==> config.mk <==
export PLATFORM = sky130hd
export DESIGN_NAME = busCycleSeq
export DESIGN_NICKNAME = d
export VERILOG_FILES = /design/src/rtl/busCycleSeqPkg.sv /design/src/rtl/busCycleSeqDatapath.sv /design/src/rtl/busCycleSeqControl.sv /design/src/rtl/busCycleSeq.sv
export SDC_FILE = /design/constraint.sdc
export NUM_CORES = 1
export LEC_CHECK = 0
export BUFFER_PORTS_ARGS = -buffer_cell sky130_fd_sc_hd__buf_2
export CAP_MARGIN = 10
export CORE_MARGIN = 1
export CORE_UTILIZATION = 45
export CTS_CLUSTER_SIZE = 10
export DETAILED_ROUTE_END_ITERATION = 8
export PLACE_DENSITY = 0.62
export SETUP_SLACK_MARGIN = 0.4
export SLEW_MARGIN = 30
export SYNTH_ARGS = -nofsm -noshare
export SYNTH_HDL_FRONTEND = slang
export SYNTH_SLANG_ARGS = --single-unit
==> constraint.sdc <==
create_clock -name clk -period 5.2 [get_ports clk]
set_clock_uncertainty 0.15 [all_clocks]
set_input_delay 0 -clock clk [delete_from_list [all_inputs] [get_ports clk]]
set_output_delay 0 -clock clk [all_outputs]
set_load 0.02 [all_outputs]
==> src/rtl/busCycleSeqPkg.sv <==
package busCycleSeqPkg;

  localparam int ADDR_W = 16;
  localparam int DATA_W = 8;
  localparam int PAGE_W = ADDR_W - DATA_W;

  localparam logic [DATA_W-1:0] OP_STORE_PTR_Y = 8'h91;
  localparam logic [DATA_W-1:0] OP_LOAD_ACC    = 8'hA9;
  localparam logic [DATA_W-1:0] OP_LOAD_IDX    = 8'hA0;
  localparam logic [4:0]        BRANCH_LOW     = 5'b10000;

  typedef enum logic [3:0] {
    ST_FETCH,
    ST_PTR_ADDR,
    ST_PTR_LO,
    ST_PTR_HI,
    ST_DUMMY_RD,
    ST_STORE,
    ST_IMM,
    ST_IDLE_RD,
    ST_BR_OFF,
    ST_BR_ADD,
    ST_BR_FIX
  } seqState_e;

  typedef enum logic [1:0] {
    SRC_PC,
    SRC_ZP,
    SRC_ZP_NEXT,
    SRC_EA
  } addrSrc_e;

  typedef struct packed {
    addrSrc_e addrSrc;
    logic     doWrite;
    logic     sync;
    logic     pcInc;
    logic     irLoad;
    logic     zpLoad;
    logic     eaLoLoad;
    logic     eaHiLoad;
    logic     eaFix;
    logic     accLoad;
    logic     idxLoad;
    logic     offLoad;
    logic     brAdd;
    logic     brFix;
  } seqCtl_t;

endpackage

==> src/rtl/busCycleSeqDatapath.sv <==
module busCycleSeqDatapath
  import busCycleSeqPkg::*;
#(
  parameter logic [ADDR_W-1:0] RESET_PC = 16'h0400
) (
  input  logic              clk,
  input  logic              rstN,
  input  seqCtl_t           ctl,
  input  logic [DATA_W-1:0] rdData,
  output logic [ADDR_W-1:0] addr,
  output logic              rw,
  output logic [DATA_W-1:0] wrData,
  output logic [DATA_W-1:0] opcode,
  output logic              pageCross
);

  logic [ADDR_W-1:0] pcReg;
  logic [DATA_W-1:0] accReg;
  logic [DATA_W-1:0] idxReg;
  logic [DATA_W-1:0] irReg;
  logic [DATA_W-1:0] zpReg;
  logic [DATA_W-1:0] eaLo;
  logic [PAGE_W-1:0] eaHi;
  logic              eaCarry;
  logic [DATA_W-1:0] offReg;

  logic [DATA_W-1:0] zpNext;
  logic [DATA_W:0]   idxSum;
  logic [ADDR_W-1:0] brTarget;

  // Pointer high byte stays in page zero.
  assign zpNext   = zpReg + 8'd1;
  // Only the low byte is summed; the carry waits a cycle.
  assign idxSum   = {1'b0, eaLo} + {1'b0, idxReg};
  // Full 16-bit target from the advanced PC and the sign-extended offset.
  assign brTarget = pcReg + {{PAGE_W{offReg[DATA_W-1]}}, offReg};
  assign pageCross = (brTarget[ADDR_W-1:DATA_W] != pcReg[ADDR_W-1:DATA_W]);

  always_comb begin
    unique case (ctl.addrSrc)
      SRC_PC:      addr = pcReg;
      SRC_ZP:      addr = {{PAGE_W{1'b0}}, zpReg};
      SRC_ZP_NEXT: addr = {{PAGE_W{1'b0}}, zpNext};
      SRC_EA:      addr = {eaHi, eaLo};
      default:     addr = pcReg;
    endcase
  end

  assign rw     = ~ctl.doWrite;
  assign wrData = accReg;
  assign opcode = irReg;

  always_ff @(posedge clk or negedge rstN) begin
    if (!rstN) begin
      pcReg <= RESET_PC;
    end else if (ctl.pcInc) begin
      pcReg <= pcReg + 16'd1;
    end else if (ctl.brAdd) begin
      pcReg[DATA_W-1:0] <= brTarget[DATA_W-1:0];
    end else if (ctl.brFix) begin
      pcReg[ADDR_W-1:DATA_W] <= eaHi;
    end
  end

  always_ff @(posedge clk or negedge rstN) begin
    if (!rstN) begin
      accReg <= '0;
      idxReg <= '0;
      irReg  <= '0;
      zpReg  <= '0;
      offReg <= '0;
    end else begin
      if (ctl.irLoad)  irReg  <= rdData;
      if (ctl.zpLoad)  zpReg  <= rdData;
      if (ctl.accLoad) accReg <= rdData;
      if (ctl.idxLoad) idxReg <= rdData;
      if (ctl.offLoad) offReg <= rdData;
    end
  end

  always_ff @(posedge clk or negedge rstN) begin
    if (!rstN) begin
      eaLo    <= '0;
      eaHi    <= '0;
      eaCarry <= 1'b0;
    end else begin
      if (ctl.eaLoLoad) begin
        eaLo <= rdData;
      end
      if (ctl.eaHiLoad) begin
        eaHi    <= rdData;
        eaLo    <= idxSum[DATA_W-1:0];
        eaCarry <= idxSum[DATA_W];
      end
      if (ctl.eaFix) begin
        eaHi <= eaHi + {{(PAGE_W-1){1'b0}}, eaCarry};
      end
      if (ctl.brAdd) begin
        // eaHi holds the target page until the fix-up cycle.
        eaHi <= brTarget[ADDR_W-1:DATA_W];
      end
    end
  end

endmodule

==> src/rtl/busCycleSeqControl.sv <==
module busCycleSeqControl
  import busCycleSeqPkg::*;
(
  input  logic              clk,
  input  logic              rstN,
  input  logic [DATA_W-1:0] rdData,
  input  logic [DATA_W-1:0] opcode,
  input  logic [3:0]        flags,
  input  logic              pageCross,
  output seqCtl_t           ctl
);

  seqState_e state;
  seqState_e stateNext;
  logic      brTaken;

  // The opcode's top two bits pick a flag; bit 5 is the value that takes the branch.
  assign brTaken = (flags[opcode[7:6]] == opcode[5]);

  always_comb begin
    ctl       = '0;
    ctl.addrSrc = SRC_PC;
    stateNext = ST_FETCH;
    unique case (state)
      ST_FETCH: begin
        ctl.sync   = 1'b1;
        ctl.pcInc  = 1'b1;
        ctl.irLoad = 1'b1;
        if (rdData == OP_STORE_PTR_Y) begin
          stateNext = ST_PTR_ADDR;
        end else if (rdData == OP_LOAD_ACC || rdData == OP_LOAD_IDX) begin
          stateNext = ST_IMM;
        end else if (rdData[4:0] == BRANCH_LOW) begin
          stateNext = ST_BR_OFF;
        end else begin
          stateNext = ST_IDLE_RD;
        end
      end
      ST_PTR_ADDR: begin
        ctl.pcInc  = 1'b1;
        ctl.zpLoad = 1'b1;
        stateNext  = ST_PTR_LO;
      end
      ST_PTR_LO: begin
        ctl.addrSrc  = SRC_ZP;
        ctl.eaLoLoad = 1'b1;
        stateNext    = ST_PTR_HI;
      end
      ST_PTR_HI: begin
        ctl.addrSrc  = SRC_ZP_NEXT;
        ctl.eaHiLoad = 1'b1;
        stateNext    = ST_DUMMY_RD;
      end
      ST_DUMMY_RD: begin
        ctl.addrSrc = SRC_EA;
        ctl.eaFix   = 1'b1;
        stateNext   = ST_STORE;
      end
      ST_STORE: begin
        ctl.addrSrc = SRC_EA;
        ctl.doWrite = 1'b1;
        stateNext   = ST_FETCH;
      end
      ST_IMM: begin
        ctl.pcInc   = 1'b1;
        ctl.accLoad = (opcode == OP_LOAD_ACC);
        ctl.idxLoad = (opcode != OP_LOAD_ACC);
        stateNext   = ST_FETCH;
      end
      ST_IDLE_RD: begin
        stateNext = ST_FETCH;
      end
      ST_BR_OFF: begin
        ctl.pcInc   = 1'b1;
        ctl.offLoad = 1'b1;
        stateNext   = brTaken ? ST_BR_ADD : ST_FETCH;
      end
      ST_BR_ADD: begin
        ctl.brAdd = 1'b1;
        stateNext = pageCross ? ST_BR_FIX : ST_FETCH;
      end
      ST_BR_FIX: begin
        ctl.brFix = 1'b1;
        stateNext = ST_FETCH;
      end
      default: begin
        stateNext = ST_FETCH;
      end
    endcase
  end

  always_ff @(posedge clk or negedge rstN) begin
    if (!rstN) state <= ST_FETCH;
    else       state <= stateNext;
  end

endmodule

==> src/rtl/busCycleSeq.sv <==
module busCycleSeq
  import busCycleSeqPkg::*;
#(
  parameter logic [ADDR_W-1:0] RESET_PC = 16'h0400
) (
  input  logic              clk,
  input  logic              rstN,
  input  logic [DATA_W-1:0] rdData,
  input  logic [3:0]        flags,
  output logic [ADDR_W-1:0] addr,
  output logic              rw,
  output logic [DATA_W-1:0] wrData,
  output logic              sync
);

  seqCtl_t           ctl;
  logic [DATA_W-1:0] opcode;
  logic              pageCross;

  busCycleSeqControl uCtl (
    .clk       (clk),
    .rstN      (rstN),
    .rdData    (rdData),
    .opcode    (opcode),
    .flags     (flags),
    .pageCross (pageCross),
    .ctl       (ctl)
  );

  busCycleSeqDatapath #(.RESET_PC(RESET_PC)) uDp (
    .clk       (clk),
    .rstN      (rstN),
    .ctl       (ctl),
    .rdData    (rdData),
    .addr      (addr),
    .rw        (rw),
    .wrData    (wrData),
    .opcode    (opcode),
    .pageCross (pageCross)
  );

  assign sync = ctl.sync;

endmodule

## Word-level counts from Yosys, hierarchy flattened

Cells that the tools add are included.

- Register bits: 77
- Bits of input ports: 14
- Output and inout bits: 26

- Equality and inequality tests: 21
- Bitwise operators: 1
- Add/subtract/negate cells: 5
- $lt $le $gt $ge: 1
- Multiplexer cells: 30
- Reduce and logical (&&, ||, !) cells: 10

Operators with widths:

| operator | number |
|---|---|
| $mux 8 | 8 |
| $pmux 16 s4 | 1 |
| $eq 8x8->1 const B | 4 |
| $pmux 4 s7 | 1 |
| $mux 4 | 5 |
| $add 16x1->16 const B | 1 |
| $add 16x16->16 | 1 |
| $mux 16 | 1 |
| $eq 4x3->1 const B | 3 |
| $eq 4x4->1 const B | 3 |
| $mux 1 | 11 |
| $add 8x8->9 | 1 |
| $add 8x1->8 | 1 |
| $add 8x1->8 const B | 1 |
| $eq 4x2->1 const B | 2 |
| $ne 8x8->1 | 1 |
| $ne 8x8->1 const B | 1 |
| $pmux 2 s3 | 1 |
| $reduce_bool 2->1 | 3 |
| $eq 5x5->1 const B | 1 |
| $eq 2x2->1 const B | 2 |
| $eq 4x1->1 const B | 1 |
| $logic_not 4->1 | 1 |
| $reduce_or 4->1 | 1 |
| other kinds (12) | 12 |

## Logic depth before layout (Yosys ltp)

- Word-level depth: 5
- Gate-level depth with buffers: 11

## Cells and area by module

Synthesis repeated with hierarchy kept, for this count alone.

- Cell total of the unflattened synthesis: 584
- Area, all modules: 5425.2 µm²

Modules (own cells, without submodules):

| module | sequential area each (µm²) | instances | cells each | area each (µm²) |
|---|---|---|---|---|
| busCycleSeqDatapath | 1828.0 | 1 | 524 | 4974.8 |
| busCycleSeqControl | 100.1 | 1 | 60 | 450.4 |

## Worst setup path after synthesis

Ideal clock, no wire load.

- Path kind: register to register
- From: register uDp.pcReg[0]
- To: register uCtl.state[3]
- Required time: 4.906 ns
- Period minus slack after synthesis: 2.917 ns
- Cell stages (with the launch flop): 11
- Arrival time: 2.623 ns
- Library setup time: 0.144 ns
- Path slack: 2.283 ns
- Cell sequence: dfrtp_1 > ha_1 > fa_1 > a211oi_2 > o21ai_2 > o311ai_2 > mux2i_1 > xnor3_1 > o21ai_1 > o41ai_2 > o211ai_1

- Word-level cells in the longest chain between the ends: 4

RTL lines:

| element | line | text |
|---|---|---|
| start: declaration | busCycleSeqDatapath.sv:17 | `logic [ADDR_W-1:0] pcReg;` |
| start signal: assignment | busCycleSeqDatapath.sv:57 | `pcReg <= pcReg + 16'd1;` |
| start signal: indexed assignment | busCycleSeqDatapath.sv:59 | `pcReg[DATA_W-1:0] <= brTarget[DATA_W-1:0];` |
| start signal: indexed assignment | busCycleSeqDatapath.sv:61 | `pcReg[ADDR_W-1:DATA_W] <= eaHi;` |
| $add 16x16->16 | busCycleSeqDatapath.sv:36 | `assign brTarget = pcReg + {{PAGE_W{offReg[DATA_W-1]}}, offReg};` |
| $ne 8x8->1 | busCycleSeqDatapath.sv:37 | `assign pageCross = (brTarget[ADDR_W-1:DATA_W] != pcReg[ADDR_W-1:DATA_W]);` |
| $mux 4 | busCycleSeqControl.sv:80 | `stateNext = pageCross ? ST_BR_FIX : ST_FETCH;` |
| $pmux 4 s7 | busCycleSeqControl.sv:24 | `unique case (state)` |
| named net uCtl.stateNext[3] | busCycleSeqControl.sv:14 | `seqState_e stateNext;` |
| end signal: assignment | busCycleSeqControl.sv:94 | `else state <= stateNext;` |
| end: declaration | busCycleSeqControl.sv:13 | `seqState_e state;` |

The timed path passes the listed nets, and every way through them passes these cells.
A chain may end at the register's enable or synchronous reset.

## Final worst setup path

Ends and elaborated chain as after synthesis.

==> qor.yml <==
detail_route.first_pass.iterations: 5
grt_pass1_vias: 4533
io_buffer_count: 39
type_of_element_launching_the_critical_path: "flop"
final-hold-violation-count: 7
cts.path.max_buffers: 2
cts_tree: "yes"
timing.critical_path.fanout_max: 8
number_of_storage_elements_in_the_synthesis_netlist: 77
yosys_warnings: 0
die_width_um: 110
postSynthAreaPerCell_um2: 9.21
htree_num_levels: 3
dieHeight_um: 110
postLayoutCellArea_um2: 6060
crit_arrival_ps: 3290
detailed_place_hpwl_mm: 11.2
worst_setup_path_end_kind: "flop"
clk_pin_slew_ps: 60
run_status: "complete, but fails checks"
insertion_delay_of_the_later_clocked_pin_in_the_worst_skew_pair_ps: 330
first_iter_violations: 492
slew-limit-headroom_pct: 37.1
syn_area_um2: 5300
path_class: "flop to flop"
max-cap-violations: 0
synth_ff_type: "sky130_fd_sc_hd__dfrtp_1"
first_pass_grt_wire_length_mm: 25.0
fin_setup_tns_ps: 0
power-per-cell-area_nw_per_um2: 737
violations: "hold timing"
cts_resized: 0
placed_cell_area_um2: 5630
grt_setup_unrepaired: "false"
cts.sinks: 77
timing_worst_slew_pin_value_ps: 944
global_route.usage.total_pct: 26.1
fin_crit_sh_pct: 62.7
fp.coreArea_um2: 11500
cts_root_buffer: "sky130_fd_sc_hd__clkbuf_16"
drt.antenna.violating_nets: 0
syn2layout_area_growth_pct: 14.5
finalNetCount: 650
floorplan.io_pins: 40
fp.dieArea_um2: 12200
timing_limited_maximum_frequency_ghz: 0.307
antenna_found_initial: 0
holdWs_ps: -4.52
wl_per_cell_um: 20.3
final-max-slew-violation-count: 0
fin_util_pct: 52.9
max-vdd-ir-drop_v: 0.000389
multi_input_comb_area_um2: 3220
nFillCells: 1045
cp_data_required_time_ps: 5230
finalCriticalPeriod_ps: 3260
n_antenna_cell: 0
global_route.overflow_total: 0
final_setup_violation_count: 0
synth_net_count: 618
num_vias: 4637
syn_inst: 575
routed_wl_mm: 15.3
row_count: 39
maximum_number_of_pins_on_one_net_before_global_route_repair: 51
async_reset_ff_share_pct: 100
tritoncts.num_buffers: 9
static-leakage-power_nw: 2.68
layout-drive-gt1-share_pct: 18.8
effective_utilization_at_floorplan_pct: 46.2
synthDistinctLibCells: 59
route.detailed.drc: 0
synth_enable_flop_cells: 0
yosysSeqAreaShare_pct: 36.4
cell_count_final_fillers_out: 755
post_drt_via_cell_ratio: 6.14
final-seq-area_um2: 1930
gp_routability_congestion: 0.928
min-delay-path-class: "primary input to asynchronous set/reset pin"
dp.cells: 731
==> flip-flops by register name (all words and copies together), names as in the netlist <==
signal and flops:
uDp.wrData 8, uDp.opcode 8, uCtl.state 4, uDp.pcReg 16, uDp.zpReg 8, uDp.eaCarry 1
uDp.eaHi 8, uDp.eaLo 8, uDp.offReg 8, uDp.idxReg 8
==> final timing paths <==
path | start | endpoint | slack (ps) | depth (start not counted)
worst min register to register | uDp.wrData[1] | uDp.wrData[1] | 330 | 2
worst min-delay path | rstN | uDp.zpReg[5] | -5 | 2
max in group asynchronous | rstN | uDp.wrData[2] | 4320 | 3
min in group clk | rdData[7] | uDp.wrData[7] | 0 | 2
worst max-delay path | uDp.pcReg[0] | uCtl.state[3] | 1940 | 10
worst max register to register | uDp.pcReg[0] | uCtl.state[3] | 1940 | 10
==> per-stage QoR <==
step	worst slack (ps)	hold WS (ps)	total power, mW
6_report	1940	-4.52	4.47
5_1_grt	1760	10.7	4.81
4_1_cts	1920	6.06	4.47
3_5_place_dp	1950	-189	3.71
3_3_place_gp	2060	75.1	3.66
2_1_floorplan	2280	-446	3.03
==> critical path, stage by stage, from the launching register on <==
cell and delay (ps):
sky130_fd_sc_hd__dfrtp_1 460, sky130_fd_sc_hd__ha_1 250, sky130_fd_sc_hd__fa_1 440, sky130_fd_sc_hd__a211oi_2 230, sky130_fd_sc_hd__o21ai_2 140, sky130_fd_sc_hd__o311ai_2 280
sky130_fd_sc_hd__mux2i_1 310, sky130_fd_sc_hd__xnor3_1 180, sky130_fd_sc_hd__o21ai_1 70, sky130_fd_sc_hd__o41ai_2 430, sky130_fd_sc_hd__o211ai_1 160
==> per-layer routing <==
metal | wire (um) | global-route usage (%)
met4 | 263 | 8.09
met5 | 0 | 0
met3 | 792 | 3.46
met2 | 7270 | 41.8
met1 | 6990 | 36.7
==> final cells by class <==
type / count / share of cell area [%]
Multi-Input combinational cell: 452 / 53.1
Sequential cell: 77 / 31.8
Timing Repair Buffer: 51 / 5.41
Clock buffer: 11 / 4.00
Tap cell: 143 / 2.95
Clock inverter: 5 / 1.75
Inverter: 16 / 0.991
==> cells in the mapped netlist, types with 3 or more instances <==
library cell | n | area (um^2)
sky130_fd_sc_hd__nor2_1 | 37 | 139
sky130_fd_sc_hd__nor3b_1 | 3 | 22.5
sky130_fd_sc_hd__mux2_2 | 36 | 405
sky130_fd_sc_hd__a21oi_1 | 51 | 255
sky130_fd_sc_hd__a22o_1 | 18 | 158
sky130_fd_sc_hd__nand3_1 | 18 | 90.1
sky130_fd_sc_hd__a222oi_1 | 3 | 30.0
sky130_fd_sc_hd__ha_1 | 27 | 338
sky130_fd_sc_hd__mux2i_1 | 3 | 30.0
sky130_fd_sc_hd__a211oi_1 | 4 | 30.0
sky130_fd_sc_hd__o32a_1 | 3 | 30.0
sky130_fd_sc_hd__and3_1 | 14 | 87.6
sky130_fd_sc_hd__o21a_1 | 4 | 30.0
sky130_fd_sc_hd__xnor2_1 | 22 | 193
sky130_fd_sc_hd__a221o_1 | 5 | 50.1
sky130_fd_sc_hd__nand2_1 | 41 | 154
sky130_fd_sc_hd__buf_1 | 4 | 15.0
sky130_fd_sc_hd__nand2b_1 | 8 | 50.1
sky130_fd_sc_hd__xor2_1 | 13 | 114
sky130_fd_sc_hd__dfrtp_1 | 76 | 1900
sky130_fd_sc_hd__o22ai_1 | 8 | 50.1
sky130_fd_sc_hd__o31ai_1 | 5 | 37.5
sky130_fd_sc_hd__or2_2 | 3 | 18.8
sky130_fd_sc_hd__nand4_1 | 9 | 56.3
sky130_fd_sc_hd__o21ai_0 | 48 | 240
sky130_fd_sc_hd__a22oi_1 | 9 | 67.6
sky130_fd_sc_hd__nor2b_1 | 4 | 25.0
sky130_fd_sc_hd__a31oi_1 | 4 | 25.0
sky130_fd_sc_hd__or2b_2 | 3 | 26.3
sky130_fd_sc_hd__inv_1 | 16 | 60.1
sky130_fd_sc_hd__nor3_1 | 9 | 45.0
sky130_fd_sc_hd__clkbuf_1 | 23 | 86.3
sky130_fd_sc_hd__a21o_1 | 9 | 67.6
==> cell usage in the layout (no fill, tap or decap), drive strengths merged, types with 9 or more instances in the layout <==
cell type  Yosys  layout
a21oi         51      51
xnor2         22      22
nor2          37      37
nand4          9       9
inv           16      17
ha            27      27
nor3          11      11
xor2          13      13
a22oi          9       9
mux2          36      36
dfrtp         76      76
a22o          18      18
clkbuf        24      11
nand2         41      41
nand3         18      18
a21o          10      10
o21ai         52      52
and3          14      14
buf            6      43
==> timing repair <==
action,4_1_cts,5_1_grt
hold buffers,8,0
setup buffers,0,0
hold endpoints to repair,98,0
==> cell families after synthesis <==
logic type / Yosys count / synth area share (%)
AOI/OAI and AO/OA: 188 / 23.1
and+or+nand+nor: 159 / 15.0
DFF: 77 / 36.4
buffers and inverters: 46 / 3.50
muxes: 40 / 8.65
xor gates and xnor gates: 36 / 6.21
adders and majority gates: 29 / 7.13
==> where the power goes <==
group / switching, mW / leakage, nW / internal, mW / total [mW]
combinational: 1.40 / 1.59 / 1.07 / 2.48
clock: 0.247 / 0.166 / 0.484 / 0.731
sequential: 0.403 / 0.925 / 0.860 / 1.26
total: 2.05 / 2.68 / 2.42 / 4.47
No activity file was read; power rests on OpenSTA's default activity.
